<file path="src/rtl/banked_gpio_pkg.sv">
package banked_gpio_pkg;
  localparam int BANK_W   = 32;
  localparam int NUM_REGS = 8;

  typedef enum logic [2:0] {
    RS_DOUT  = 3'd0,
    RS_ODIS  = 3'd1,
    RS_BLINK = 3'd2,
    RS_INV   = 3'd3,
    RS_DIN   = 3'd4,
    RS_EDGE  = 3'd5,
    RS_LEVEL = 3'd6,
    RS_CAUSE = 3'd7
  } regSel_e;

  typedef struct packed {
    logic                wrBank;
    logic [NUM_REGS-1:0] wrHit;
    logic                rdBank;
    regSel_e             rdSel;
    logic                blinkPhase;
  } ctrlStrobe_t;

  typedef struct packed {
    logic dOut;
    logic oDis;
    logic blink;
    logic inv;
    logic edgeM;
    logic levM;
    logic cause;
    logic s1;
    logic s2;
    logic prev;
  } pinState_t;
endpackage

</file>
<file path="src/rtl/banked_gpio_ctrl.sv">
module banked_gpio_ctrl
  import banked_gpio_pkg::*;
#(
  parameter int BLINK_DIV = 8
) (
  input  logic        clk,
  input  logic        rstN,
  input  logic        regWrEn,
  input  logic [3:0]  regAddr,
  output ctrlStrobe_t strb
);
  localparam int CNT_W = (BLINK_DIV > 2) ? $clog2(BLINK_DIV) : 1;
  localparam logic [CNT_W-1:0] CNT_LAST = CNT_W'(BLINK_DIV - 1);

  logic [CNT_W-1:0]    divCnt;
  logic                phase;
  logic [NUM_REGS-1:0] hitRaw;

  // decode: one strobe per register, data-in is read-only
  always_comb begin
    hitRaw = '0;
    if (regWrEn) hitRaw = NUM_REGS'(1) << regAddr[2:0];
    hitRaw[RS_DIN] = 1'b0;
  end

  assign strb.wrBank     = regAddr[3];
  assign strb.wrHit      = hitRaw;
  assign strb.rdBank     = regAddr[3];
  assign strb.rdSel      = regSel_e'(regAddr[2:0]);
  assign strb.blinkPhase = phase;

  // shared blink timebase
  always_ff @(posedge clk or negedge rstN) begin
    if (!rstN) begin
      divCnt <= '0;
      phase  <= 1'b0;
    end else if (divCnt == CNT_LAST) begin
      divCnt <= '0;
      phase  <= ~phase;
    end else begin
      divCnt <= divCnt + 1'b1;
    end
  end


  blink_hold_chk: assert property (@(posedge clk) disable iff (!rstN)
    (divCnt != CNT_LAST) |=> $stable(phase));

  blink_flip_chk: assert property (@(posedge clk) disable iff (!rstN)
    (divCnt == CNT_LAST) |=> (phase != $past(phase)));

  wr_onehot_chk: assert property (@(posedge clk) disable iff (!rstN)
    $onehot0(strb.wrHit));
endmodule

</file>
<file path="src/rtl/banked_gpio_dp.sv">
module banked_gpio_dp
  import banked_gpio_pkg::*;
#(
  parameter int NUM_PINS = 50
) (
  input  logic                clk,
  input  logic                rstN,
  input  ctrlStrobe_t         strb,
  input  logic [BANK_W-1:0]   wrData,
  output logic [BANK_W-1:0]   rdData,
  input  logic [NUM_PINS-1:0] pinIn,
  output logic [NUM_PINS-1:0] pinOut,
  output logic [NUM_PINS-1:0] pinOutEn,
  output logic                irqOut
);
  localparam int LO_W = (NUM_PINS < BANK_W) ? NUM_PINS : BANK_W;

  pinState_t           st [NUM_PINS];
  logic [NUM_PINS-1:0] adjVec, evtVec, causeVec, edgeVec, levVec;
  logic [NUM_REGS-1:0] pinView [NUM_PINS];

  for (genvar i = 0; i < NUM_PINS; i++) begin : g_pin
    localparam int BK = i / BANK_W;
    localparam int BT = i % BANK_W;
    logic bankHit, adj, evt, clrNow;

    assign bankHit = (strb.wrBank == BK[0]);
    assign adj     = st[i].s2 ^ st[i].inv;
    assign evt     = adj & ~st[i].prev;
    assign clrNow  = bankHit & strb.wrHit[RS_CAUSE] & ~wrData[BT];

    always_ff @(posedge clk or negedge rstN) begin
      if (!rstN) begin
        st[i] <= '{oDis: 1'b1, default: 1'b0};
      end else begin
        st[i].s1   <= pinIn[i];
        st[i].s2   <= st[i].s1;
        st[i].prev <= adj;
        if (bankHit & strb.wrHit[RS_DOUT])  st[i].dOut  <= wrData[BT];
        if (bankHit & strb.wrHit[RS_ODIS])  st[i].oDis  <= wrData[BT];
        if (bankHit & strb.wrHit[RS_BLINK]) st[i].blink <= wrData[BT];
        if (bankHit & strb.wrHit[RS_INV])   st[i].inv   <= wrData[BT];
        if (bankHit & strb.wrHit[RS_EDGE])  st[i].edgeM <= wrData[BT];
        if (bankHit & strb.wrHit[RS_LEVEL]) st[i].levM  <= wrData[BT];
        if (st[i].levM) st[i].cause <= adj;
        else            st[i].cause <= (st[i].cause & ~clrNow) | evt;
      end
    end

    assign adjVec[i]   = adj;
    assign evtVec[i]   = evt;
    assign causeVec[i] = st[i].cause;
    assign edgeVec[i]  = st[i].edgeM;
    assign levVec[i]   = st[i].levM;
    assign pinOut[i]   = st[i].blink ? strb.blinkPhase : st[i].dOut;
    assign pinOutEn[i] = ~st[i].oDis;
    assign pinView[i]  = {st[i].cause, st[i].levM, st[i].edgeM, adj,
                          st[i].inv, st[i].blink, st[i].oDis, st[i].dOut};
  end

  // readback: each word bit picks its low- or high-bank pin
  for (genvar b = 0; b < BANK_W; b++) begin : g_rd
    logic loBit, hiBit;
    if (b < NUM_PINS) begin : g_lo
      assign loBit = pinView[b][strb.rdSel];
    end else begin : g_lo0
      assign loBit = 1'b0;
    end
    if (b + BANK_W < NUM_PINS) begin : g_hi
      assign hiBit = pinView[b + BANK_W][strb.rdSel];
    end else begin : g_hi0
      assign hiBit = 1'b0;
    end
    assign rdData[b] = strb.rdBank ? hiBit : loBit;
  end

  always_ff @(posedge clk or negedge rstN) begin
    if (!rstN) irqOut <= 1'b0;
    else       irqOut <= |(causeVec & (edgeVec | levVec));
  end


  oe_low_chk: assert property (@(posedge clk) disable iff (!rstN)
    (strb.wrHit[RS_ODIS] && !strb.wrBank)
      |=> (pinOutEn[LO_W-1:0] == ~$past(wrData[LO_W-1:0])));

  edge_sets_chk: assert property (@(posedge clk) disable iff (!rstN)
    (|evtVec) |=> ((causeVec & $past(evtVec)) == $past(evtVec)));

  level_follow_chk: assert property (@(posedge clk) disable iff (!rstN)
    ((causeVec ^ $past(adjVec)) & $past(levVec)) == '0);

  cause_clear_chk: assert property (@(posedge clk) disable iff (!rstN)
    (strb.wrHit[RS_CAUSE] && !strb.wrBank && evtVec[LO_W-1:0] == '0 && levVec[LO_W-1:0] == '0)
      |=> (causeVec[LO_W-1:0] == $past(causeVec[LO_W-1:0] & wrData[LO_W-1:0])));

  irq_follow_chk: assert property (@(posedge clk) disable iff (!rstN)
    irqOut == $past(|(causeVec & (edgeVec | levVec))));
endmodule

</file>
<file path="src/rtl/banked_gpio.sv">
module banked_gpio
  import banked_gpio_pkg::*;
#(
  parameter int NUM_PINS  = 50,
  parameter int BLINK_DIV = 8
) (
  input  logic                clk,
  input  logic                rstN,
  input  logic                regWrEn,
  input  logic [3:0]          regAddr,
  input  logic [31:0]         regWrData,
  output logic [31:0]         regRdData,
  input  logic [NUM_PINS-1:0] pinIn,
  output logic [NUM_PINS-1:0] pinOut,
  output logic [NUM_PINS-1:0] pinOutEn,
  output logic                irqOut
);
  ctrlStrobe_t strb;

  banked_gpio_ctrl #(.BLINK_DIV(BLINK_DIV)) ctrl_i (
    .clk(clk), .rstN(rstN), .regWrEn(regWrEn), .regAddr(regAddr), .strb(strb)
  );

  banked_gpio_dp #(.NUM_PINS(NUM_PINS)) dp_i (
    .clk(clk), .rstN(rstN), .strb(strb), .wrData(regWrData), .rdData(regRdData),
    .pinIn(pinIn), .pinOut(pinOut), .pinOutEn(pinOutEn), .irqOut(irqOut)
  );
endmodule

</file>
<file path="config.mk">
export PLATFORM = sky130hd
export DESIGN_NAME = banked_gpio
export DESIGN_NICKNAME = d
export VERILOG_FILES = /design/src/rtl/banked_gpio_pkg.sv /design/src/rtl/banked_gpio_ctrl.sv /design/src/rtl/banked_gpio_dp.sv /design/src/rtl/banked_gpio.sv
export SDC_FILE = /design/constraint.sdc
export NUM_CORES = 1
export LEC_CHECK = 0
export BUFFER_PORTS_ARGS = -buffer_cell sky130_fd_sc_hd__buf_2
export CAP_MARGIN = 20
export CORE_MARGIN = 10
export CORE_UTILIZATION = 30
export CTS_BUF_LIST = sky130_fd_sc_hd__clkbuf_16
export CTS_CLUSTER_SIZE = 40
export DETAILED_ROUTE_END_ITERATION = 7
export GPL_TIMING_DRIVEN = 1
export PLACE_DENSITY_LB_ADDON = 0.08
export SETUP_SLACK_MARGIN = 0.2
export SLEW_MARGIN = 20
export SYNTH_ARGS = -nofsm -noshare
export SYNTH_HDL_FRONTEND = slang
export SYNTH_SLANG_ARGS = --single-unit
</file>
<file path="constraint.sdc">
create_clock -name clk -period 4.31 [get_ports clk]
set_clock_uncertainty 0.15 [all_clocks]
set_input_delay 0.862 -clock clk [delete_from_list [all_inputs] [get_ports clk]]
set_output_delay 0.862 -clock clk [all_outputs]
set_load 0.005 [all_outputs]
</file>
# After elaboration in Yosys (flattened, before gate mapping)
# Cells that the tools add are included.
dict set report word_totals {
  ff_bits 505
  latch_bits 0
  ramBits 0
  rom_bits 0
  in_bits 89
  out_inout_bits 133
  n_memories 0
}
dict set report op_classes {
  n_addsub 1
  mul 0
  n_div 0
  order_cmp 1
  n_eq_ne 1
  n_shift 1
  n_mux 234
  bitwise_logic 450
  reduce_logical 1
}
# cell n
set op_table {}
lappend op_table {{$not A1 Y1} 184}
lappend op_table {{$mux W1} 182}
lappend op_table {{$and A1 B1 Y1} 164}
lappend op_table {{$bmux W1 S3} 50}
lappend op_table {{$and A50 B50 Y50} 1}
lappend op_table {{$or A1 B1 Y1} 50}
lappend op_table {{$or A50 B50 Y50} 1}
lappend op_table {{$reduce_or A50 Y1} 1}
lappend op_table {{$xor A1 B1 Y1} 50}
lappend op_table {{$mux W8} 1}
lappend op_table {{$shl A1 B3 Y8 const A} 1}
lappend op_table {{$lt A3 B4 Y1 const B} 1}
lappend op_table {{$add A3 B1 Y3 const B} 1}
lappend op_table {{$eq A3 B3 Y1 const B} 1}
lappend op_table {{$mux W3} 1}

# Longest topological paths before layout
# Gate-level depths: netlist of the first run.
dict set report depth {
  word_depth 8
  mapped_depth 7
}

# Hierarchy
# A second synthesis of the first run with hierarchy kept.
dict set report hier_totals {
  cells_unflattened 1636
  area_unflattened_um2 22575.4
}
# module instances cells_per_inst area_each_um2 seq_area_each_um2
set by_module_without_submodules {}
lappend by_module_without_submodules {banked_gpio_dp 1 1612 22292.6 12599.6}
lappend by_module_without_submodules {banked_gpio_ctrl 1 24 282.8 100.1}

# Least setup slack after synthesis of the first run
# Ideal clock, no wire load.
dict set report synth_timing {
  path_type {input port to output port}
  from {input regAddr[2]}
  to {output regRdData[10]}
  arrival_ps 1998
  path_slack_ps 1300
  path_stages 6
  cell_sequence {buf_4 nand2_1 buf_2 clkbuf_1 o22ai_1 nor3_1}
}
dict set report synth_between {
  elab_chain_len 3
}
# element line
set synth_rtl {}
lappend synth_rtl {{from (decl)} banked_gpio.sv:10} ;# input logic [3:0] regAddr,
lappend synth_rtl {{$bmux W1 S3 (on tied branches)} {banked_gpio_dp.sv:65, banked_gpio_dp.sv:70}}
lappend synth_rtl {{$mux W1 (on tied branches)} {banked_gpio_dp.sv:65, banked_gpio_dp.sv:70}}
lappend synth_rtl {{$mux W1 (*)} banked_gpio_dp.sv:74} ;# assign rdData[b] = strb.rdBank ? hiBit : loBit;
lappend synth_rtl {{to (decl)} banked_gpio.sv:12} ;# output logic [31:0] regRdData,
# Mark *: on every way between the ends. The rest lies on a longest branch, timed or not. The select of a mux whose other input is x is not followed.

# Final worst setup path of the first run
dict set report layout_timing {
  from {input regAddr[0]}
  to {output regRdData[7]}
}
# The elaborated chain is that of the path after synthesis.

==> reports/metrics.yaml, run 1 <==
power.ir.vdd_worst_mv: 0.279
register_area_sq_um: 12700
count_of_maximum_capacitance_violations: 0
first_global_vias: 15200
tns_ns: 0
timing.critical_path.buf_inv: 3
final_util_pct: 36.0
grt_overflow_total: 0
cts.repair.resized: 0
cts_post_setup_buffers_inserted: 0
routedLengthMet1_microns: 31500
core_sq_um: 73200
timing.critical_path.cells: "buf_6 > buf_4 > mux4_2 > nor3_1 > nor3_1 > buf_2"
dp_slack_ns: 0.498
synthesis.yosys.warnings: 0
die_x_microns: 292
floorplan.initialDensity_pct: 30.4
drt-vias-per-instance: 4.82
grt_antenna_before_repair: 3
floorplan.io_pins: 222
h-tree-depth: 2
share_of_the_clock_period_used_by_the_worst_path_after_layout_pct: 87.0
fillCellCount: 7139
drt_iter0_drc: 707
wl_met3_microns: 3110
critical_path.most_common_cell: "nor3_1"
slew_headroom_pct: 29.3
std_cell_rows: 99
place.port_buffers: 221
clk-insertion-delay-late_ns: 0.64
critPathMaxStageDelay_ns: 0.54
first_pass_grt_wire_length_microns: 106000
timing.hold.worst.class: "in2async"
worstSetupEndpointType: "output port"
routed.top_layer: "met5"
drt-pass1-iter-count: 4
dpl.hpwl_microns: 46900
ys_seq_elements: 505
critPathKind: "in2out"
synth_cell_types: 35
crit_fanout: 48
antenna_left: 0
layout_min_cycle_time_ns: 3.75
syn_area_per_cell_sq_um: 13.5
critical_path_arrival_ns: 2.74
cp_slowest_cell: "mux4_2"
p_leak_nw: 11.7
grt_start_max_net_pins: 73
clock_root_buffer_master: "clkbuf_16"
antenna-diode-count: 0
mappedNetlistArea_sq_um: 22200
setup_ws_ns: 0.559
synthesis.instances: 1643
cts_tree: "done"
crit_required_ns: 3.30
numCtsBuffers: 61
final_layout_size_suffix_gt1_share_pct: 40.9
path_clk_slew_ns: 0.06
global_route.usage.total_pct: 16.7
drc_viols: 0
drv_slew: 0
hold_viol_final: 0
report.final.setup_viol: 0
final_net_count: 1964
grt_setup_unrepaired: "no"
fmax_mhz: 267
start_kind: "primary input"
route.vias.total: 13900
routed_wirelength_microns: 71300
clock_sinks: 505
gp_congestion: 0.756
clockBufferDepth: 3
cpLargestDelayFamily: "buffers and inverters"
total_power_divided_by_cell_area_nw_per_um2: 552
wl_per_cell_microns: 24.7
multiInputGateArea_sq_um: 8670
max_slew.worst_pin.slew_ns: 1.06
synth_seq_area_share_pct: 57.1
die_y_microns: 292
die-area_sq_um: 85400
met2_wirelength_microns: 35300
post_cts_hold_buffer_count: 0
synth.net_count: 1734
outcome: "finished, final reports clean"
area.growth.synth_to_final_pct: 18.7
## cell usage after synthesis, drive strengths merged
cell type / n / area [sq um]
xor2: 51 / 447
nor3b: 1 / 7.51
nand3b: 2 / 27.5
clkbuf: 42 / 158
buf: 52 / 355
nand2b: 3 / 18.8
or2: 2 / 12.5
o21ai: 200 / 1000
mux4: 100 / 2250
nor2b: 50 / 313
nor4: 2 / 12.5
nor3: 40 / 221
mux2i: 14 / 140
nand2: 103 / 387
nand4: 13 / 81.3
nor2: 42 / 196
inv: 100 / 375
dfstp: 50 / 1310
mux2: 300 / 3380
ha: 2 / 25.0
nand3: 1 / 5.00
dfrtp: 455 / 11400
o22ai: 18 / 113
## cell usage in the layout (no fill, tap or decap), drive strengths merged, types with 3 or more instances in the layout
cell type,instances
buf,261
clkbuf,63
clkinv,14
dfrtp,455
dfstp,50
inv,136
mux2,300
mux2i,14
mux4,100
nand2,103
nand2b,3
nand4,13
nor2,42
nor2b,50
nor3,40
o21ai,200
o22ai,18
xor2,51
## registers in the layout, summed over array words and instances, names as in the netlist
register / count
dp_i.st: 150
dp_i.levVec: 50
ctrl_i.divCnt: 3
dp_i.causeVec: 50
dp_i.edgeVec: 50
ctrl_i.phase: 1
dp_i.irqOut: 1
dp_i.pinView: 200
## layout make-up
cell class	instances	share of cell area (%)
timing repair buffer	261	6.08
tap	959	4.55
clock buffer	63	5.97
multi-input combinational	944	32.8
sequential	505	48.1
clock inverter	52	0.991
inverter	100	1.42
## routing by layer
| metal | global-route usage, % | vias to the layer above |
|---|---|---|
| li1 | - | 6251 |
| met1 | 21.8 | 7293 |
| met2 | 28.1 | 255 |
| met3 | 3.30 | 92 |
| met4 | 3.80 | 4 |
| met5 | 0 | - |
## through the flow
step                area, sq um  total power, mW  instances  hold WS, ns
finish                    26400             14.6       2884       0.0656
global route              26400             15.5       2884       0.0961
CTS                       26400             14.8       2884       0.0740
detailed placement        24500             9.93       2769        0.185
global placement          24500             9.87       2769        0.185
floorplan                 22200             8.46       1643        0.181
## cells by family after synthesis
kind of cell,share of synthesized area (%)
xor gates and xnor gates,2.01
AOI/OAI and AO/OA,5.01
adders and majority gates,0.113
buffers and inverters,4.00
muxes,26.0
DFF,57.1
and+or+nand+nor,5.77
## power by group
part	leakage (nW)	total [mW]	switching [mW]	internal (mW)
clock network	1.03	4.80	2.08	2.72
logic	4.70	3.15	1.53	1.61
registers	5.95	6.61	0.739	5.88
## path summary, 6_finish.rpt
check,cells past startpoint,slack [ns],from,to
max in group asynchronous,2,3.05,rstN,dp_i.pinView[9]$_DFFE_PN1P_
worst min register to register,0,0.19,dp_i.st[382]$_DFF_PN0_,dp_i.st[381]$_DFF_PN0_
min in group clk,1,0.17,pinIn[34],dp_i.st[152]$_DFF_PN0_
worst max register to register,4,1.71,dp_i.levVec[13]$_DFFE_PN0P_,dp_i.irqOut$_DFF_PN0_
worst min-delay path,1,0.07,rstN,dp_i.st[312]$_DFF_PN0_
worst max-delay path,6,0.56,regAddr[0],regRdData[7]
No activity file was read; power rests on OpenSTA's default activity.
==> run 2, diff against run 1 <==
--- a/constraint.sdc
+++ b/constraint.sdc
@@ -4,2 +4,2 @@
 set_output_delay 0.862 -clock clk [all_outputs]
-set_load 0.005 [all_outputs]
+set_load 0.02 [all_outputs]
==> reports/metrics.yaml, run 2 (synthesis results as in run 1) <==
global_route.usage.total_pct: 16.5  # -0.19 points
sw_frac_of_total_pct: 31.3  # +1.5 points
die_x_microns: 292  # unchanged
drc_viols: 0  # unchanged
power_switching_mw: 4.67  # +7.3%
report.final.setup_viol: 0  # unchanged
final_cells: 2882  # -0.069%
routed_wirelength_microns: 70600  # -1.1%
cts_post_setup_buffers_inserted: 0  # unchanged
cellInternalPower_mw: 10.2  # +0.14%
route.vias.total: 14000  # +0.73%
grt_setup_unrepaired: "no"
grt_overflow_total: 0  # unchanged
drt-vias-per-instance: 4.86  # +0.80%
count_of_maximum_capacitance_violations: 0  # unchanged
power.ir.vdd_worst_mv: 0.321  # +15%
gp_congestion: 0.746  # -1.3%
first_pass_grt_wire_length_microns: 106000  # -0.41%
register_area_sq_um: 12700  # unchanged
final_layout_size_suffix_gt1_share_pct: 41.1  # +0.25 points
cp_slowest_cell: "mux4_2"
clock_root_buffer_master: "clkbuf_16"
final_net_count: 1961  # -0.15%
core_sq_um: 73200  # unchanged
timing.hold.worst.class: "in2async"
drt-pass1-iter-count: 5  # +1
hold_viol_final: 0  # unchanged
die-area_sq_um: 85400  # unchanged
total_power_divided_by_cell_area_nw_per_um2: 565  # +2.3%
power.share.combinational_pct: 23.5  # +1.9 points
first_global_vias: 15400  # +1.2%
sequentialPowerShare_pct: 44.5  # -0.9 points
place.port_buffers: 221  # unchanged
reg2reg_from: "dp_i.levVec[26]$_DFFE_PN0P_"
numCtsBuffers: 61  # unchanged
timing.critical_path.cells: "buf_6 > buf_4 > mux4_2 > o22ai_1 > nor3_1 > buf_2"
drv_slew: 0  # unchanged
floorplan.initialDensity_pct: 30.4  # unchanged
setup_ws_ns: 0.516  # -0.0432 ns
rr_worst_depth: 4  # unchanged
placement.cell_area_sq_um: 24500  # -0.14%
drt_iter0_drc: 674  # -4.7%
critPathKind: "in2out"
tns_ns: 0  # unchanged
crit_fanout: 29  # -40%
layout.cells.most_common: "dfrtp_1"
critical_path_arrival_ns: 2.78  # +0.04 ns
fillCellCount: 7113  # -0.36%
grt_start_max_net_pins: 87  # +19%
antenna-diode-count: 0  # unchanged
max_slew.worst_pin.slew_ns: 0.972  # -0.0887 ns
clockBufferDepth: 3  # unchanged
die_y_microns: 292  # unchanged
layout_min_cycle_time_ns: 3.79  # +0.0432 ns
cts_tree: "done"
clock_sinks: 505  # unchanged
share_of_the_clock_period_used_by_the_worst_path_after_layout_pct: 88.0  # +1.0 points
outcome: "finished, final reports clean"
clk-insertion-delay-late_ns: 0.63  # about the same
critical_path.startpoint: "regAddr[1]"
mostFrequentLayoutCells: "dfrtp_1 (454), mux2_2 (289), buf_2 (218)"
slew_headroom_pct: 35.2  # +5.9 points
clkPwrFrac_pct: 32.0  # -1.0 points
h-tree-depth: 2  # unchanged
fmax_mhz: 264  # -1.1%
floorplan.io_pins: 222  # unchanged
multiInputGateArea_sq_um: 8670  # unchanged
antenna_left: 0  # unchanged
largest_register_ff_count: 200  # unchanged
finalHoldWorstSlack_ns: 0.128  # +0.0620 ns
std_cell_rows: 99  # unchanged
fin_area_sq_um: 26400  # about the same
wl_per_cell_microns: 24.5  # -1.0%
cts.repair.resized: 0  # unchanged
area.growth.synth_to_final_pct: 18.6  # about the same
grt_antenna_before_repair: 2  # -1
p_leak_nw: 11.6  # -0.35%
worstSetupEndpointType: "output port"
crit_required_ns: 3.30  # about the same
post_cts_hold_buffer_count: 0  # unchanged
dp_slack_ns: 0.502  # +0.00339 ns
placed_cells_incl_taps: 2766  # -0.11%
dpl.hpwl_microns: 47200  # +0.62%
path_clk_slew_ns: 0.05  # about the same
start_kind: "primary input"
critPathMaxStageDelay_ns: 0.55  # about the same
run 2: layout make-up:
cell class	instances	area share, %
sequential	505	48.2
multi-input combinational	944	32.9
clock buffer	63	5.98
timing repair buffer	258	5.95
tap	959	4.55
inverter	100	1.42
clock inverter	53	1.05
run 2: power groups by stage:
stage                     Combinational, mW  Sequential, mW  Clock, mW
after floorplan                        2.38            6.42          0
after global placement                 3.53            6.68          0
after detailed placement               3.58            6.71          0
after CTS                              3.60            6.63       4.94
after global routing                   3.85            6.79       5.12
final                                  3.50            6.63       4.76
run 2: path summary, 6_finish.rpt:
| check | to | slack [ns] |
|---|---|---|
| max | regRdData[3] | 0.52 |
| min | dp_i.st[352]$_DFF_PN0_ | 0.13 |
| max reg2reg | dp_i.irqOut$_DFF_PN0_ | 1.70 |
| min reg2reg | dp_i.st[441]$_DFF_PN0_ | 0.18 |
| max in group asynchronous | dp_i.pinView[385]$_DFFE_PN1P_ | 2.84 |
| min in group clk | dp_i.st[441]$_DFF_PN0_ | 0.18 |
run 2: metrics by stage:
stage	total power, mW	utilization [%]
floorplan	8.80	-
global placement	10.2	33.5
detailed placement	10.3	33.5
CTS	15.2	36.0
global route	15.8	36.0
finish	14.9	36.0
run 2: per-layer routing:
metal / routed length [microns] / share of wire (%) / global-route usage [%]
met1: 31200 / 44 / 21.6
met2: 35000 / 50 / 27.8
met3: 2890 / 4.1 / 3.07
met4: 1420 / 2.0 / 4.10
met5: 7 / 0.0099 / 0
run 2: worst max-delay path, delay by kind of cell:
family	cells	cell delay [ns]
compound gates	1	0.34
mux	1	0.55
buf+inv	3	0.87
simple gates	1	0.14
